==> src/rtl/zz_pkg.sv <==
package zz_pkg;

    // Primitive scan moves
    typedef enum logic [1:0] {
        MV_EAST  = 2'd0,
        MV_SOUTH = 2'd1,
        MV_SW    = 2'd2,
        MV_NE    = 2'd3
    } move_e;

    // Program phases of the walk
    typedef enum logic [2:0] {
        PH_IDLE   = 3'd0,
        PH_LEAD   = 3'd1,
        PH_BODY   = 3'd2,
        PH_DIAG   = 3'd3,
        PH_MIRROR = 3'd4,
        PH_TAIL   = 3'd5,
        PH_DONE   = 3'd6
    } phase_e;

endpackage

==> src/rtl/zz_step_unit.sv <==
// Applies one primitive step to a coordinate and reports whether a run
// primitive has reached its stopping edge after this step.
module zz_step_unit
    import zz_pkg::*;
#(
    parameter int N  = 8,
    parameter int CW = 4
) (
    input  move_e         move_i,
    input  logic          mirror_i,
    input  logic [CW-1:0] x_i,
    input  logic [CW-1:0] y_i,
    output logic [CW-1:0] x_o,
    output logic [CW-1:0] y_o,
    output logic          edge_o
);
    localparam logic [CW-1:0] ONE  = CW'(1);
    localparam logic [CW-1:0] EDGE = CW'(N);

    logic [CW-1:0] nx;
    logic [CW-1:0] ny;

    always_comb begin
        nx     = x_i;
        ny     = y_i;
        edge_o = 1'b1;
        case (move_i)
            MV_EAST: begin
                nx = x_i + ONE;
            end
            MV_SOUTH: begin
                ny = y_i + ONE;
            end
            MV_SW: begin
                nx     = x_i - ONE;
                ny     = y_i + ONE;
                // first half stops on left column, mirrored half on bottom row
                edge_o = mirror_i ? (ny == EDGE) : (nx == ONE);
            end
            default: begin
                nx     = x_i + ONE;
                ny     = y_i - ONE;
                // first half stops on top row, mirrored half on right column
                edge_o = mirror_i ? (nx == EDGE) : (ny == ONE);
            end
        endcase
    end

    assign x_o = nx;
    assign y_o = ny;

endmodule

==> src/rtl/zz_sequencer.sv <==
// Program of the walk: selects the current primitive from phase and slot,
// and gives the program position that follows once that primitive ends.
module zz_sequencer
    import zz_pkg::*;
#(
    parameter int LOOPS = 3,
    parameter int LW    = 2
) (
    input  phase_e        phase_i,
    input  logic [1:0]    slot_i,
    input  logic [LW-1:0] loop_i,
    output move_e         move_o,
    output logic          mirror_o,
    output phase_e        phase_o,
    output logic [1:0]    slot_o,
    output logic [LW-1:0] loop_o
);
    localparam logic [LW-1:0] LOOP_LAST = LW'(LOOPS - 1);

    // Body of the first half, in slot order
    function automatic move_e body_move(input logic [1:0] s);
        case (s)
            2'd0:    return MV_SW;
            2'd1:    return MV_SOUTH;
            2'd2:    return MV_NE;
            default: return MV_EAST;
        endcase
    endfunction

    // Mirrored body: first-half moves taken in reverse slot order.
    // Reflection and reversal each negate a step, so vectors are kept.
    function automatic move_e mirror_move(input logic [1:0] s);
        return body_move(2'd3 - s);
    endfunction

    logic last_slot;
    logic last_loop;

    always_comb begin
        last_slot = (slot_i == 2'd3);
        last_loop = (loop_i == LOOP_LAST);

        case (phase_i)
            PH_BODY:   move_o = body_move(slot_i);
            PH_DIAG:   move_o = MV_SW;
            PH_MIRROR: move_o = mirror_move(slot_i);
            default:   move_o = MV_EAST;
        endcase
        mirror_o = (phase_i == PH_MIRROR) || (phase_i == PH_TAIL);

        phase_o = phase_i;
        slot_o  = slot_i;
        loop_o  = loop_i;
        case (phase_i)
            PH_LEAD: begin
                phase_o = PH_BODY;
                slot_o  = 2'd0;
                loop_o  = '0;
            end
            PH_BODY, PH_MIRROR: begin
                if (!last_slot) begin
                    slot_o = slot_i + 2'd1;
                end else if (!last_loop) begin
                    slot_o = 2'd0;
                    loop_o = loop_i + LW'(1);
                end else begin
                    phase_o = (phase_i == PH_BODY) ? PH_DIAG : PH_TAIL;
                    slot_o  = 2'd0;
                    loop_o  = '0;
                end
            end
            PH_DIAG: begin
                phase_o = PH_MIRROR;
                slot_o  = 2'd0;
                loop_o  = '0;
            end
            PH_TAIL: begin
                phase_o = PH_DONE;
            end
            default: begin
                phase_o = phase_i;
            end
        endcase
    end

endmodule

==> src/rtl/zz_addr_map.sv <==
// Row-major linear address from 1-based coordinates.
module zz_addr_map #(
    parameter int N  = 8,
    parameter int CW = 4,
    parameter int AW = 6
) (
    input  logic [CW-1:0] x_i,
    input  logic [CW-1:0] y_i,
    output logic [AW-1:0] addr_o
);
    localparam int  PW      = $clog2(N);
    localparam bit  IS_POW2 = ((1 << PW) == N);

    logic [CW-1:0] xm1;
    logic [CW-1:0] ym1;

    assign xm1 = x_i - CW'(1);
    assign ym1 = y_i - CW'(1);

    generate
        if (IS_POW2) begin : g_shift
            assign addr_o = (AW'(ym1) << PW) | AW'(xm1);
        end else begin : g_mult
            assign addr_o = AW'(ym1) * AW'(N) + AW'(xm1);
        end
    endgenerate

endmodule

==> src/rtl/zz_scan_gen.sv <==
// Zigzag scan address generator: sequencer of primitive step moves.
module zz_scan_gen
    import zz_pkg::*;
#(
    parameter int N = 8
) (
    input  logic                      clk,
    input  logic                      rst_n,
    input  logic                      start_i,
    input  logic                      ready_i,
    output logic                      valid_o,
    output logic [$clog2(N+1)-1:0]    x_o,
    output logic [$clog2(N+1)-1:0]    y_o,
    output logic [$clog2(N*N)-1:0]    addr_o,
    output logic                      last_o
);
    localparam int CW    = $clog2(N + 1);
    localparam int AW    = $clog2(N * N);
    localparam int LOOPS = (N - 2) / 2;
    localparam int LW    = (LOOPS > 1) ? $clog2(LOOPS) : 1;
    localparam int RW    = $clog2(N + 1);
    localparam logic [RW-1:0] RUN_MAX = RW'(N - 1);

    typedef struct packed {
        phase_e        phase;
        logic [1:0]    slot;
        logic [LW-1:0] loop;
        logic [RW-1:0] run;
        logic [CW-1:0] x;
        logic [CW-1:0] y;
        logic          valid;
        logic          last;
    } state_t;

    state_t        s_q;
    state_t        s_d;
    logic [AW-1:0] addr_q;
    logic [AW-1:0] addr_d;

    move_e         cur_move;
    logic          cur_mirror;
    phase_e        nxt_phase;
    logic [1:0]    nxt_slot;
    logic [LW-1:0] nxt_loop;
    logic [CW-1:0] step_x;
    logic [CW-1:0] step_y;
    logic          step_edge;
    logic          run_done;

    zz_sequencer #(
        .LOOPS(LOOPS),
        .LW   (LW)
    ) seq_i (
        .phase_i (s_q.phase),
        .slot_i  (s_q.slot),
        .loop_i  (s_q.loop),
        .move_o  (cur_move),
        .mirror_o(cur_mirror),
        .phase_o (nxt_phase),
        .slot_o  (nxt_slot),
        .loop_o  (nxt_loop)
    );

    zz_step_unit #(
        .N (N),
        .CW(CW)
    ) step_i (
        .move_i  (cur_move),
        .mirror_i(cur_mirror),
        .x_i     (s_q.x),
        .y_i     (s_q.y),
        .x_o     (step_x),
        .y_o     (step_y),
        .edge_o  (step_edge)
    );

    // single steps report an edge at once; runs end at an edge or after N steps
    assign run_done = step_edge || (s_q.run == RUN_MAX);

    always_comb begin
        s_d = s_q;
        if (!s_q.valid) begin
            if (start_i) begin
                s_d.phase = PH_LEAD;
                s_d.slot  = 2'd0;
                s_d.loop  = '0;
                s_d.run   = '0;
                s_d.x     = CW'(1);
                s_d.y     = CW'(1);
                s_d.valid = 1'b1;
                s_d.last  = 1'b0;
            end
        end else if (ready_i) begin
            if (s_q.last) begin
                s_d.phase = PH_IDLE;
                s_d.valid = 1'b0;
                s_d.last  = 1'b0;
                s_d.run   = '0;
            end else begin
                s_d.x = step_x;
                s_d.y = step_y;
                if (run_done) begin
                    s_d.phase = nxt_phase;
                    s_d.slot  = nxt_slot;
                    s_d.loop  = nxt_loop;
                    s_d.run   = '0;
                    s_d.last  = (nxt_phase == PH_DONE);
                end else begin
                    s_d.run = s_q.run + RW'(1);
                end
            end
        end
    end

    zz_addr_map #(
        .N (N),
        .CW(CW),
        .AW(AW)
    ) map_i (
        .x_i   (s_d.x),
        .y_i   (s_d.y),
        .addr_o(addr_d)
    );

    always_ff @(posedge clk or negedge rst_n) begin
        if (!rst_n) begin
            s_q.phase <= PH_IDLE;
            s_q.slot  <= '0;
            s_q.loop  <= '0;
            s_q.run   <= '0;
            s_q.x     <= '0;
            s_q.y     <= '0;
            s_q.valid <= 1'b0;
            s_q.last  <= 1'b0;
            addr_q    <= '0;
        end else begin
            s_q    <= s_d;
            addr_q <= addr_d;
        end
    end

    assign valid_o = s_q.valid;
    assign x_o     = s_q.x;
    assign y_o     = s_q.y;
    assign addr_o  = addr_q;
    assign last_o  = s_q.last;

endmodule

==> config.mk <==
export PLATFORM = sky130hd
export DESIGN_NAME = zz_scan_gen
export DESIGN_NICKNAME = d
export VERILOG_FILES = /design/src/rtl/zz_pkg.sv /design/src/rtl/zz_step_unit.sv /design/src/rtl/zz_sequencer.sv /design/src/rtl/zz_addr_map.sv /design/src/rtl/zz_scan_gen.sv
export SDC_FILE = /design/constraint.sdc
export NUM_CORES = 1
export LEC_CHECK = 0
export CORE_MARGIN = 2
export CORE_UTILIZATION = 35
export DETAILED_ROUTE_END_ITERATION = 7
export GPL_ROUTABILITY_DRIVEN = 0
export PLACE_DENSITY = 0.52
export SLEW_MARGIN = 20
export SYNTH_ARGS = -nofsm -noshare
export SYNTH_HDL_FRONTEND = slang
export SYNTH_SLANG_ARGS = --single-unit
==> constraint.sdc <==
create_clock -name clk -period 4.6 [get_ports clk]
set_input_delay 1.38 -clock clk [delete_from_list [all_inputs] [get_ports clk]]
set_output_delay 1.38 -clock clk [all_outputs]
set_load 0.005 [all_outputs]
==> results of run 1 <==
## cell families (layout without fill, tap and decap cells)
group	count (synthesis)	in the layout
AO/OA/AOI/OAI	50	50
XOR/XNOR	11	11
adder cells (fa/ha/maj)	18	18
buffers and inverters	38	42
flip-flops	27	27
multiplexers	7	7
AND/OR/NAND/NOR	73	73
## metal layers
| layer | vias up | share of wire, % | GRT usage, % |
|---|---|---|---|
| li1 | 782 | - | - |
| met2 | 34 | 45 | 22.5 |
| met3 | 4 | 5.4 | 1.92 |
| met5 | - | 0 | 0 |
| met1 | 741 | 48 | 20.8 |
| met4 | 0 | 0.94 | 3.62 |
## synth_stat cells (all sizes together), types with 2 or more instances
cell     count
a2bb2oi      2
inv         18
a32o         2
nand2       19
mux2i        6
nor3         3
a21o         3
nand3b       5
a22oi        4
o21ai       13
or3          2
and2         2
nand2b       6
buf         12
a31oi        6
and4         2
nand3        4
o211ai       2
nor4         3
a21oi        5
dfrtp       27
clkbuf       8
o22ai        3
nor2        17
nor2b        6
xor2         6
xnor2        5
a22o         2
ha          18
## sequential cells by signal (all words and copies together), names as in the netlist
| register | cells |
|---|---|
| x_o | 4 |
| valid_o | 1 |
| addr_o | 6 |
| y_o | 4 |
| last_o | 1 |
| s_q | 11 |
## cell usage in the layout (no fill, tap or decap), drive strengths merged, types with 2 or more instances in the layout
cell / count
a21o: 3
a21oi: 5
a22o: 2
a22oi: 4
a2bb2oi: 2
a31oi: 6
a32o: 2
and2: 2
and4: 2
clkbuf: 4
clkdlybuf4s50: 19
dfrtp: 27
ha: 18
inv: 18
mux2i: 6
nand2: 19
nand2b: 6
nand3: 4
nand3b: 5
nor2: 17
nor2b: 6
nor3: 3
nor4: 3
o211ai: 2
o21ai: 13
o22ai: 3
or3: 2
xnor2: 5
xor2: 6
## per-stage QoR
stage,utilization [%],setup slack [ns]
2_1_floorplan,-,1.75
3_3_place_gp,39.1,1.07
3_5_place_dp,39.1,1.04
4_1_cts,39.9,1.33
5_1_grt,39.9,1.10
6_report,39.9,1.32
## layout make-up
cell class | count | area, sq um
fill | 564 | 3310
multi-input combinational | 159 | 1120
sequential | 27 | 676
timing repair buffer | 20 | 198
tap | 72 | 90.1
inverter | 18 | 67.6
clock buffer | 4 | 45.0
## where the power goes
group          switching [uW]  internal, uW
Sequential               75.1           296
Combinational             167           202
Clock                    69.0          61.9
## final timing paths
| check | startpoint | endpoint | slack [ns] | cells after the start |
|---|---|---|---|---|
| setup / recovery | ready_i | addr_o[5] | 1.32 | 6 |
| hold / removal | s_q[11] | s_q[11] | 0.53 | 1 |
| setup reg to reg | s_q[20] | s_q[18] | 1.33 | 12 |
| hold reg to reg | s_q[11] | s_q[11] | 0.53 | 1 |
| max in group asynchronous | rst_n | valid_o | 2.86 | 2 |
| min in group asynchronous | rst_n | s_q[16] | 1.48 | 2 |
==> summary.txt, run 1 <==
Global-route wire length before repair: 7130 microns
Area share of fa/ha/maj cells after synthesis: 11.3%
Final setup fails: 0
Synth top area share: 34.0%
Initial Util: 36.1%
Core area: 5510 sq um
Critical path arrival: 3.42 ns
Post-synthesis mux area share: 3.58%
Vias after detailed routing: 1,561
Async S/R FF share, synth: 100%
Setup Fix Bufs, Post-CTS: 0
Clock slew at reported path FFs: 0.09 ns
Design Area, Final: 2200 sq um
Routed vias/inst: 5.20
Dpl cells: 296
# nets final: 251
Largest family of logic cells by synthesized area: simple AND/OR/NAND/NOR gates
Synth Area in Simple Gates: 19.6%
Synth Area in Compound Gates: 17.2%
WHS: 0.529 ns
Tcrit/Tclk final: 71.4%
Fmax achieved: 0.305 GHz
CP Max Fanout: 10
Required @ worst endpoint: 4.74 ns
Initial antenna violation count: 0
VDD IR-drop max: 127 uV
RSZ-0062 raised after global routing: false
Setup_tns: 0 ns
Power Density: 396 nW/um^2
Worst min-delay path category: register to register
Final wirelength: 4250 microns
Avg Inst Size Synth: 8.88 sq um
Setup CP Type: input port to register
Synth top area cells: dfrtp_1 34%, ha_1 11%, nand2_1 3.6%, inv_1 3.4%, nor2_1 3.2%
Drc violations: 0
Die Area: 6300 sq um
Critical Path Slowest Stage Cell: o311ai_0
EDFF count, synth: 0
Post-synthesis cell type count: 47
Non-filler cells in the finished layout: 300
Port Buf Inserts: 19
YS warnings: 0
Die width: 79.4 microns
CTS resizes: 0
Rel. slew slack: 52.4%
Yosys top cell by area: dfrtp_1
Synth Cell Area: 1990 sq um
Wire per inst: 14.2 microns
Clock tree buffer depth: 2
Antenna Nets Post-Route: 0
Net Count, Synth: 246
CP top delay family: compound AO/OA/AOI/OAI gates
Initial DRC count: 124
Synth Flop Type: dfrtp_1
P&R area growth vs syn: 10.6%
Final hold violations: 0
Post-Synth XOR/XNOR Area: 4.84%
LEAKAGE: 0.00103 uW
Vias in the first global route: 1,444
Largest net degree at the start of global routing: 28
TritonCTS Buffers: 3
Root buf cell: clkbuf_8
Skew final: 0.00232 ns
Mapped Cells: 224
Max Cap Violations: 0
Antenna Cells: 0
CTS tree: yes
H-tree depth: 1
Crit end category: register
Total gr overflow: 0
Tot Pwr: 871 uW
GRT Overall Usage: 14.3%
HPWL Detailed: 3200 microns
Bufs and invs on worst path: 2
Max-slew violations: 0
Die H: 79.4 microns
Placed cell areas: 2150 sq um
Startpoint types: input port
Status: complete, no violations
Rows: 27
CP Cell Sequence: clkdlybuf4s50_1 -> nand3b_1 -> o311ai_0 -> inv_1 -> ha_1 -> xor2_1
Max stage delay on crit path: 0.73 ns
Clk sink count: 27
Share of layout cells above drive strength 1: 2.63%
Number of synthesized register bits: 27
# IOs: 20
Total iterations of the first detailed-routing run: 4
Hold Buf Count CTS: 0
Seq/Total Area, Yosys: 34.0%
Worst-Margin Slew: 0.705 ns
Post-route minimum period: 3.28 ns
Clock Latency Late Sink: 0.27 ns
Note: power is estimated with default switching activity, not from simulation.
==> run 2, diff against run 1 <==
--- a/config.mk
+++ b/config.mk
@@ -9,7 +9,7 @@
 export CORE_UTILIZATION = 35
 export DETAILED_ROUTE_END_ITERATION = 7
 export GPL_ROUTABILITY_DRIVEN = 0
-export PLACE_DENSITY = 0.52
+export PLACE_DENSITY = 0.54
 export SLEW_MARGIN = 20
 export SYNTH_ARGS = -nofsm -noshare
 export SYNTH_HDL_FRONTEND = slang
==> constraint.sdc (replaced) <==
create_clock -name clk -period 2.8 [get_ports clk]
set_input_delay 0.84 -clock clk [delete_from_list [all_inputs] [get_ports clk]]
set_output_delay 0.84 -clock clk [all_outputs]
set_load 0.005 [all_outputs]
==> run 2 against run 1 <==
  * Cell area rose by 14%
  * Total power rose by 82%
  * Non-clock buffer count rose by 26
  * Setup slack got worse by 1.3 ns
  * Worst hold slack improved by 0.0044 ns
  * Clock power rose by 79%
  * Critical endpoint is now s_q[14]
  * Largest cell class unchanged
==> summary.txt, run 2 (synthesis gave the netlist of run 1 again) <==
Status: complete, no violations
Initial antenna violation count: 0 (unchanged)
Skew final: 0.00408 ns (+0.00176 ns)
RR Startpoint: s_q[16]
Vias in the first global route: 1,517 (+5.1%)
H-tree depth: 1 (unchanged)
Core area: 5510 sq um (unchanged)
# nets final: 277 (+10%)
Register with the most flip-flops: s_q
Worst min-delay path category: register to register
Reg2Reg Depth: 15 (+3)
Port Buf Inserts: 19 (unchanged)
CP Depth: 15 (+9)
Hold Buf Count CTS: 0 (unchanged)
Post-route minimum period: 2.76 ns
Power Density: 636 nW/um^2 (+60%)
# IOs: 20 (unchanged)
Final wirelength: 4690 microns (+10%)
Reg-to-reg critical path endpoint: s_q[14]
CP top delay family: simple AND/OR/NAND/NOR gates
Largest net degree at the start of global routing: 28 (unchanged)
Initial DRC count: 74 (-40%)
Fmax achieved: 0.362 GHz
Max-slew violations: 0 (unchanged)
Total iterations of the first detailed-routing run: 4 (unchanged)
Critical path arrival: 2.94 ns (-0.48 ns)
Root buf cell: clkbuf_8
Antenna Nets Post-Route: 0 (unchanged)
RSZ-0062 raised after global routing: true
R2R Setup Slk: 0.04 ns (-1.29 ns)
Max Cap Violations: 0 (unchanged)
Wire per inst: 14.4 microns (+1.6%)
Startpoint types: register
Most frequent cells in the layout: 27 x dfrtp_1, 27 x buf_4, 19 x nand2_1, 19 x clkdlybuf4s50_1, 15 x inv_1
Setup ws final: 0.0371 ns (-1.28 ns)
WHS: 0.534 ns (+0.00445 ns)
Final hold violations: 0 (unchanged)
Rel. slew slack: 71.3% (+19 points)
Routed vias/inst: 5.17 (-0.72%)
Vias after detailed routing: 1,684 (+7.9%)
Dpl ws: -0.0427 ns (-1.08 ns)
Final setup fails: 0 (unchanged)
LEAKAGE: 0.00115 uW (+12%)
Clock tree buffer depth: 2 (unchanged)
VDD IR-drop max: 283 uV (+120%)
CP startpoint: s_q[16]
Drc violations: 0 (unchanged)
Clock slew at reported path FFs: 0.10 ns (about the same)
Setup CP Type: register to register
Max FFs per register: 11 (unchanged)
Die H: 79.4 microns (unchanged)
Crit path top cell by count: inv_2
Bufs and invs on worst path: 3 (+1)
Worst-Margin Slew: 0.430 ns (-0.275 ns)
Share of layout cells above drive strength 1: 22.0% (+19 points)
Global-route wire length before repair: 7360 microns (+3.3%)
Total gr overflow: 0 (unchanged)
GRT Overall Usage: 15.1% (+0.78 points)
Critical Path Slowest Stage Cell: dfrtp_1
Max stage delay on crit path: 0.42 ns (-0.31 ns)
Clk sink count: 27 (unchanged)
Die Area: 6300 sq um (unchanged)
TritonCTS Buffers: 3 (unchanged)
Crit end category: register
Tcrit/Tclk final: 98.7%
CP Cell Sequence: inv_2 -> ha_2 -> nor2_2 -> nor2_1 -> o21ai_1 -> o41a_1 -> inv_2 -> ha_4 -> nand3b_1 -> buf_4 -> nor3_2 -> a31oi_1 -> and4_4 -> or3_4 -> mux2i_1
CP Max Fanout: 7 (-3)
Dpl cells: 318 (+7.4%)
Antenna Cells: 0 (unchanged)
Rows: 27 (unchanged)
Clock Latency Late Sink: 0.28 ns (about the same)
CTS tree: yes
P&R area growth vs syn: 25.5%
Required @ worst endpoint: 2.98 ns (-1.76 ns)
Non-filler cells in the finished layout: 326 (+8.7%)
Initial Util: 36.1% (unchanged)
Die width: 79.4 microns (unchanged)
HPWL Detailed: 3440 microns (+7.4%)
Crit path to: s_q[14]
## run 2: metal layers
metal / track usage [%] / up-vias / part of all wire [%]
li1: - / 825 / -
met1: 20.9 / 828 / 49
met2: 24.7 / 27 / 47
met3: 1.70 / 4 / 2.5
met4: 4.66 / 0 / 0.98
met5: 0 / - / 0
## run 2: through the flow
step	utilization [%]	cell area [sq um]	setup TNS [ns]	total power [uW]
finish	45.4	2500	0	1590
global placement	42.2	2330	0	1280
floorplan	-	2000	0	1030
detailed placement	42.2	2330	-0.105	1290
global route	45.4	2500	-0.578	1720
CTS	43.3	2380	0	1530
## run 2: where the power goes
part           internal (uW)  total (uW)  switching, uW
Clock                    101         234            133
Sequential               485         613            128
Combinational            418         740            322
## run 2: layout make-up
cell class	count	area [sq um]
Inverter	18	67.6
Sequential cell	27	676
Multi-Input combinational cell	159	1220
Fill cell	554	3010
Tap cell	72	90.1
Timing Repair Buffer	46	393
Clock inverter	1	7.51
Clock buffer	3	41.3
## run 2: worst min-delay path by stage
stage / start / endpoint / slack, ns / cells after the start
2_1_floorplan: s_q[10] / s_q[10] / 0.49 / 1
3_3_place_gp: s_q[11] / s_q[11] / 0.51 / 1
3_5_place_dp: s_q[11] / s_q[11] / 0.52 / 1
4_1_cts: s_q[10] / s_q[10] / 0.54 / 1
5_1_grt: s_q[11] / s_q[11] / 0.56 / 1
6_report: s_q[10] / s_q[10] / 0.53 / 1
## run 2: worst register-to-register path, stage by stage (launching register included)
cell and delay, ns:
dfrtp_1 0.42, inv_2 0.08, ha_2 0.19, nor2_2 0.07, nor2_1 0.05, o21ai_1 0.14, o41a_1 0.20, inv_2 0.07
ha_4 0.18, nand3b_1 0.19, buf_4 0.15, nor3_2 0.16, a31oi_1 0.06, and4_4 0.19, or3_4 0.38, mux2i_1 0.12
## run 2: repair_timing
| item | 4_1_cts | 5_1_grt |
|---|---|---|
| resized for setup | 2 | 27 |
| endpoints found under the setup margin | 7 | 18 |
| hold endpoints to repair | 0 | 0 |
| pin swaps | 0 | 11 |
| setup buffers | 0 | 4 |
